$ cat src/rtl/hyp_exc_pkg.sv
package hyp_exc_pkg;
  localparam int CODE_W = 4;
  localparam int OFF_W  = 5;
  localparam int EL_W   = 2;
  localparam logic [EL_W-1:0] HYP_EL  = 2'd2;
  localparam logic [4:0]      MODE_HYP = 5'h1A;
  localparam logic [OFF_W-1:0] OFF_SHARED = 5'h14;

  typedef enum logic [CODE_W-1:0] {
    EXC_UNDEF = 4'd0,
    EXC_SVC   = 4'd1,
    EXC_PABT  = 4'd2,
    EXC_DABT  = 4'd3,
    EXC_IRQ   = 4'd4,
    EXC_FIQ   = 4'd5,
    EXC_HVC   = 4'd6,
    EXC_HTRAP = 4'd7,
    EXC_BKPT  = 4'd8
  } exc_code_e;

  typedef struct packed {
    logic             known;
    logic [OFF_W-1:0] off;
    logic             syn_wr;
    logic             ifar_wr;
    logic             dfar_wr;
  } exc_dec_t;
endpackage

$ cat src/rtl/hyp_rst_sync.sv
module hyp_rst_sync #(
  parameter int STAGES = 2
) (
  input  logic clk,
  input  logic rst_n,
  output logic rst_n_sync
);
  logic [STAGES-1:0] chain_q;

  always_ff @(posedge clk or negedge rst_n) begin
    if (!rst_n) chain_q <= '0;
    else        chain_q <= {chain_q[STAGES-2:0], 1'b1};
  end

  assign rst_n_sync = chain_q[STAGES-1];
endmodule

$ cat src/rtl/hyp_vec_decode.sv
module hyp_vec_decode
  import hyp_exc_pkg::*;
(
  input  logic [CODE_W-1:0] code,
  input  logic [EL_W-1:0]   cur_el,
  output exc_dec_t          dec
);
  logic [OFF_W-1:0] raw_off;
  logic             known;
  logic             is_irq_fiq;
  logic             is_inst_fault;
  logic             is_data_fault;

  always_comb begin
    known         = 1'b1;
    raw_off       = '0;
    is_irq_fiq    = 1'b0;
    is_inst_fault = 1'b0;
    is_data_fault = 1'b0;
    case (code)
      EXC_UNDEF: raw_off = 5'h04;
      EXC_HVC:   raw_off = 5'h08;
      EXC_PABT,
      EXC_BKPT: begin
        raw_off       = 5'h0C;
        is_inst_fault = 1'b1;
      end
      EXC_DABT: begin
        raw_off       = 5'h10;
        is_data_fault = 1'b1;
      end
      EXC_SVC,
      EXC_HTRAP: raw_off = 5'h14;
      EXC_IRQ: begin
        raw_off    = 5'h18;
        is_irq_fiq = 1'b1;
      end
      EXC_FIQ: begin
        raw_off    = 5'h1C;
        is_irq_fiq = 1'b1;
      end
      default: known = 1'b0;
    endcase
  end

  always_comb begin
    dec.known   = known;
    dec.off     = ((cur_el != HYP_EL) && (raw_off < OFF_SHARED)) ? OFF_SHARED : raw_off;
    dec.syn_wr  = known && !is_irq_fiq;
    dec.ifar_wr = is_inst_fault;
    dec.dfar_wr = is_data_fault;
  end
endmodule

$ cat src/rtl/hyp_mask_gen.sv
module hyp_mask_gen (
  input  logic       route_ea,
  input  logic       route_irq,
  input  logic       route_fiq,
  output logic [2:0] mask_afi
);
  always_comb begin
    mask_afi[2] = !route_ea;
    mask_afi[1] = !route_irq;
    mask_afi[0] = !route_fiq;
  end
endmodule

$ cat src/rtl/hyp_entry_regs.sv
module hyp_entry_regs
  import hyp_exc_pkg::*;
#(
  parameter int ADDR_W  = 32,
  parameter int SYN_W   = 32
) (
  input  logic              clk,
  input  logic              rst_n,
  input  logic              req_valid,
  input  exc_dec_t          dec,
  input  logic [2:0]        mask_afi,
  input  logic [ADDR_W-1:0] vec_base,
  input  logic [ADDR_W-1:0] pref_ret,
  input  logic [ADDR_W-1:0] fault_va,
  input  logic [SYN_W-1:0]  syndrome,
  output logic              entry_valid,
  output logic [ADDR_W-1:0] new_pc,
  output logic [4:0]        new_mode,
  output logic [2:0]        mask_q,
  output logic              syn_we,
  output logic [SYN_W-1:0]  syn_data,
  output logic              ifar_we,
  output logic [ADDR_W-1:0] ifar_data,
  output logic              dfar_we,
  output logic [ADDR_W-1:0] dfar_data,
  output logic              lr_we,
  output logic [ADDR_W-1:0] lr_data,
  output logic              err
);
  logic              fire;
  logic              syn_en, ifar_en, dfar_en, bad_code;
  logic [ADDR_W-1:0] pc_nxt;
  logic [ADDR_W-1:0] lr_nxt;

  always_comb begin
    fire     = req_valid && dec.known;
    bad_code = req_valid && !dec.known;
    syn_en   = fire && dec.syn_wr;
    ifar_en  = fire && dec.ifar_wr;
    dfar_en  = fire && dec.dfar_wr;
    pc_nxt   = {vec_base[ADDR_W-1:OFF_W], dec.off};
    lr_nxt   = pref_ret + {ADDR_W{1'b0}};
  end

  always_ff @(posedge clk or negedge rst_n) begin
    if (!rst_n) begin
      entry_valid <= 1'b0;
      syn_we      <= 1'b0;
      ifar_we     <= 1'b0;
      dfar_we     <= 1'b0;
      lr_we       <= 1'b0;
      err         <= 1'b0;
    end else begin
      entry_valid <= fire;
      syn_we      <= syn_en;
      ifar_we     <= ifar_en;
      dfar_we     <= dfar_en;
      lr_we       <= fire;
      err         <= bad_code;
    end
  end

  always_ff @(posedge clk or negedge rst_n) begin
    if (!rst_n) begin
      new_pc   <= '0;
      new_mode <= '0;
      mask_q   <= '0;
      lr_data  <= '0;
    end else if (fire) begin
      new_pc   <= pc_nxt;
      new_mode <= MODE_HYP;
      mask_q   <= mask_afi;
      lr_data  <= lr_nxt;
    end
  end

  always_ff @(posedge clk or negedge rst_n) begin
    if (!rst_n)      syn_data <= '0;
    else if (syn_en) syn_data <= syndrome;
  end

  always_ff @(posedge clk or negedge rst_n) begin
    if (!rst_n)       ifar_data <= '0;
    else if (ifar_en) ifar_data <= fault_va;
  end

  always_ff @(posedge clk or negedge rst_n) begin
    if (!rst_n)       dfar_data <= '0;
    else if (dfar_en) dfar_data <= fault_va;
  end
endmodule

$ cat src/rtl/hyp_exc_entry.sv
module hyp_exc_entry
  import hyp_exc_pkg::*;
#(
  parameter int ADDR_W    = 32,
  parameter int SYN_W     = 32,
  parameter int RST_STAGE = 2
) (
  input  logic              clk,
  input  logic              rst_n,
  input  logic              req_valid,
  input  logic [CODE_W-1:0] req_code,
  input  logic [EL_W-1:0]   cur_el,
  input  logic [ADDR_W-1:0] pref_ret,
  input  logic [ADDR_W-1:0] fault_va,
  input  logic [SYN_W-1:0]  syndrome,
  input  logic              route_ea,
  input  logic              route_irq,
  input  logic              route_fiq,
  input  logic [ADDR_W-1:0] hvbar,
  output logic              entry_valid,
  output logic [ADDR_W-1:0] new_pc,
  output logic [4:0]        new_mode,
  output logic              mask_a,
  output logic              mask_i,
  output logic              mask_f,
  output logic              syn_we,
  output logic [SYN_W-1:0]  syn_data,
  output logic              ifar_we,
  output logic [ADDR_W-1:0] ifar_data,
  output logic              dfar_we,
  output logic [ADDR_W-1:0] dfar_data,
  output logic              lr_we,
  output logic [ADDR_W-1:0] lr_data,
  output logic              err
);
  localparam int VEC_LSB = OFF_W;

  logic              rst_n_int;
  exc_dec_t          dec;
  logic [2:0]        mask_afi;
  logic [2:0]        mask_q;
  logic [ADDR_W-1:0] vec_base;

  assign vec_base = {hvbar[ADDR_W-1:VEC_LSB], {VEC_LSB{1'b0}}};

  hyp_rst_sync #(.STAGES(RST_STAGE)) rst_sync_i (
    .clk        (clk),
    .rst_n      (rst_n),
    .rst_n_sync (rst_n_int)
  );

  hyp_vec_decode dec_i (
    .code   (req_code),
    .cur_el (cur_el),
    .dec    (dec)
  );

  hyp_mask_gen mask_i_u (
    .route_ea  (route_ea),
    .route_irq (route_irq),
    .route_fiq (route_fiq),
    .mask_afi  (mask_afi)
  );

  hyp_entry_regs #(.ADDR_W(ADDR_W), .SYN_W(SYN_W)) regs_i (
    .clk         (clk),
    .rst_n       (rst_n_int),
    .req_valid   (req_valid),
    .dec         (dec),
    .mask_afi    (mask_afi),
    .vec_base    (vec_base),
    .pref_ret    (pref_ret),
    .fault_va    (fault_va),
    .syndrome    (syndrome),
    .entry_valid (entry_valid),
    .new_pc      (new_pc),
    .new_mode    (new_mode),
    .mask_q      (mask_q),
    .syn_we      (syn_we),
    .syn_data    (syn_data),
    .ifar_we     (ifar_we),
    .ifar_data   (ifar_data),
    .dfar_we     (dfar_we),
    .dfar_data   (dfar_data),
    .lr_we       (lr_we),
    .lr_data     (lr_data),
    .err         (err)
  );

  assign mask_a = mask_q[2];
  assign mask_i = mask_q[1];
  assign mask_f = mask_q[0];
endmodule

$ cat config.mk
export PLATFORM = sky130hd
export DESIGN_NAME = hyp_exc_entry
export DESIGN_NICKNAME = d
export VERILOG_FILES = /design/src/rtl/hyp_exc_pkg.sv /design/src/rtl/hyp_rst_sync.sv /design/src/rtl/hyp_vec_decode.sv /design/src/rtl/hyp_mask_gen.sv /design/src/rtl/hyp_entry_regs.sv /design/src/rtl/hyp_exc_entry.sv
export SDC_FILE = /design/constraint.sdc
export NUM_CORES = 1
export LEC_CHECK = 0
export BUFFER_PORTS_ARGS = -buffer_cell sky130_fd_sc_hd__buf_4
export CAP_MARGIN = 10
export CORE_ASPECT_RATIO = 0.8
export CORE_UTILIZATION = 42
export CTS_CLUSTER_SIZE = 20
export DETAILED_ROUTE_END_ITERATION = 8
export GPL_TIMING_DRIVEN = 0
export PLACE_DENSITY = 0.76
export SYNTH_ARGS = -nofsm -noshare
export SYNTH_HDL_FRONTEND = slang
export SYNTH_SLANG_ARGS = --single-unit
$ cat constraint.sdc
create_clock -name clk -period 4.9 [get_ports clk]
set_clock_uncertainty 0.15 [all_clocks]
set_input_delay 0.49 -clock clk [delete_from_list [all_inputs] [get_ports clk]]
set_output_delay 0.49 -clock clk [all_outputs]
set_load 0.005 [all_outputs]
==> metrics.txt <==
Die Footprint=16,100 um2; vias in the first global route=4,928; post-synth top area share=0.648; fraction of synthesis flops using an asynchronous set or reset pin=1.00; cts repair resizes=0; clock buffer depth=2; post-synthesis cell area=6530 um2; Placeable Area=15,100 um2; PnR worst setup slack=2870 ps; final number of hold-violating endpoints=0; clk slew on worst S/H paths=70 ps; synthesized instance count=511; average size of a mapped cell=12.8 um2; Clk Latency, worst-skew pair=420 ps; Tmin final=2030 ps; routed wire length=16,300 um; dpl cells=1,028; Leakage=5.18 nW; WHS Path Cells=3; Tot GR Track Use=0.208; Die W=141 um; GRT overflow=0; CP Class=input pin to register; FF-to-FF End=regs_i.lr_data[29]; Final #Nets=978; synth cell count leaders=nand2_1 (182), dfrtp_1 (169), mux2_2 (43); Min-Delay Endpoint=regs_i.lr_data[30]; DRC viols=0; CTS Hold Buffers Added=1; largest net degree at the start of global routing=68; worst r2r path cells=2; Max VDD drop=0.257 mV; status=finished, final reports clean; number of I/O port buffers=302; Final Instance Count excl. Fillers=1,061; 1st-iter DRT viols=203; RSZ-0062 raised after global routing=false; initial antenna violation count=0; Area growth, synth to finish=50.3%; P per Cell Area=427 nW/um2; Yosys reg bits=169; top-count cell post-synth=nand2_1; post-DP HPWL=12,300 um; critical path startpoint category=input pin; Die Height=114 um; CTS tree=done; most common flop cell mapped by yosys=dfrtp_1; Rows=40; first-pass detailed-route iteration total=4; Detail Route Antenna Nets=0; Clk Tree Root Cell=clkbuf_16; Total Neg Setup Slack=0 ps; Starting Density=0.432; max cap viols=0; Worst-Margin Slew=613 ps; routed vias=4,874; ant diodes=0; count of different cell masters after synthesis=28; DR WL/cell=15.4 um; share of cells above drive strength 1=0.502; H-tree levels=4; global-route wire length before repair=25,500 um; Yosys top cell by area=dfrtp_1; Highest Clock Rate=0.494 GHz; sequential cell area fraction in the yosys report=0.648; hold_sp=pref_ret[30]; worst-path maximum fanout=10; Placer Congestion=0.758; Final Cycle Share=0.413; largest cells by area after synthesis=dfrtp_1 (65%), nand2_1 (10%), mux2_2 (7.4%); Critical Path End Type=register; crit path DAT=2180 ps; R2R Path Start=rst_sync_i.chain_q[1]; Setup Viol. Count Final=0; Post-synth EDFFs=0; I/O Pins=314; worst min path class=input pin to register; YS warnings=0; final slew viol count=0; routed vias/inst=4.59; dpl ws=2420 ps; Worst EP required=5050 ps; postcts setup bufs=0; relative slew slack=0.592; total CTS buffers=17; # clock sinks=169; flop2flop setup slack=3390 ps
-- worst max-delay path by stage --
stage	start	depth (start not counted)	to	slack [ps]
2_1_floorplan	rst_sync_i.chain_q[1]	0	regs_i.dfar_data[0]	1960
3_3_place_gp	rst_sync_i.chain_q[1]	0	regs_i.syn_data[14]	910
3_5_place_dp	req_code[0]	8	regs_i.syn_data[14]	2420
4_1_cts	req_code[0]	8	regs_i.syn_data[13]	2850
5_1_grt	req_code[0]	8	regs_i.syn_data[11]	2760
6_report	req_code[0]	8	regs_i.syn_data[13]	2870
-- registers in the layout, summed over array words and instances (netlist names) --
signal,cells
regs_i.mask_q,3
rst_sync_i.chain_q,2
regs_i.entry_valid,1
regs_i.err,1
regs_i.ifar_data,32
regs_i.ifar_we,1
regs_i.new_pc,30
regs_i.new_mode,1
regs_i.syn_we,1
regs_i.dfar_we,1
regs_i.dfar_data,32
regs_i.syn_data,32
regs_i.lr_data,32
-- critical path: stages --
cell,delay [ps]
buf_4,140
o31ai_1,240
nand2_1,200
inv_2,230
o21ai_1,160
inv_2,150
buf_4,210
mux2_2,350
-- cell families after synthesis --
group / count (synthesis) / synth area share
AND/OR/NAND/NOR: 196 / 0.118
other: 2 / 0.00115
flip-flops: 169 / 0.648
buffers and inverters: 36 / 0.0374
AO/OA/AOI/OAI: 11 / 0.0117
multiplexers: 96 / 0.182
XOR/XNOR: 1 / 0.00134
-- stage by stage --
stage	total power (W)	area (um2)	utilization	hold slack, ps
2_1_floorplan	0.00213	6540	-	44.4
3_3_place_gp	0.00267	9070	0.600	124
3_5_place_dp	0.00271	9130	0.604	125
4_1_cts	0.00423	9810	0.649	84.2
5_1_grt	0.00439	9810	0.649	93.9
6_report	0.00419	9810	0.649	105
-- area by class of cell --
class / count / area, um2
well taps: 210 / 263
clock buffers: 18 / 439
repair buffers: 305 / 2330
clock inverters: 14 / 233
plain buffers: 32 / 229
flip-flops and latches: 169 / 4230
inverters: 4 / 15.0
fillers: 1176 / 5300
multi-input cells: 309 / 2070
-- layer usage --
layer / track usage / routed length (um)
met5: 0 / 0
met2: 0.345 / 8100
met1: 0.254 / 6810
met3: 0.0651 / 1210
met4: 0.0846 / 214
-- power breakdown --
part | switching (W) | internal [W] | total [W]
logic | 0.000311 | 0.000572 | 0.000883
registers | 0.000142 | 0.00165 | 0.00179
clock network | 0.000579 | 0.000936 | 0.00152
total | 0.00103 | 0.00315 | 0.00419
-- cell usage in the layout, fill, tap and decap left out, types with 2 or more instances in the layout --
cell type	instances
mux2_2	43
bufinv_16	5
o21ai_0	4
inv_2	2
nor2b_1	2
clkbuf_1	16
buf_4	312
conb_1	5
nand2_1	182
buf_12	3
a211oi_1	2
buf_16	2
clkbuf_16	17
nand2b_1	4
dfrtp_1	168
nor2_1	2
inv_1	2
mux2_4	29
mux2_1	24
inv_6	4
inv_8	3
or3_1	2
buf_6	3
Note: power is estimated with default switching activity, not from simulation.
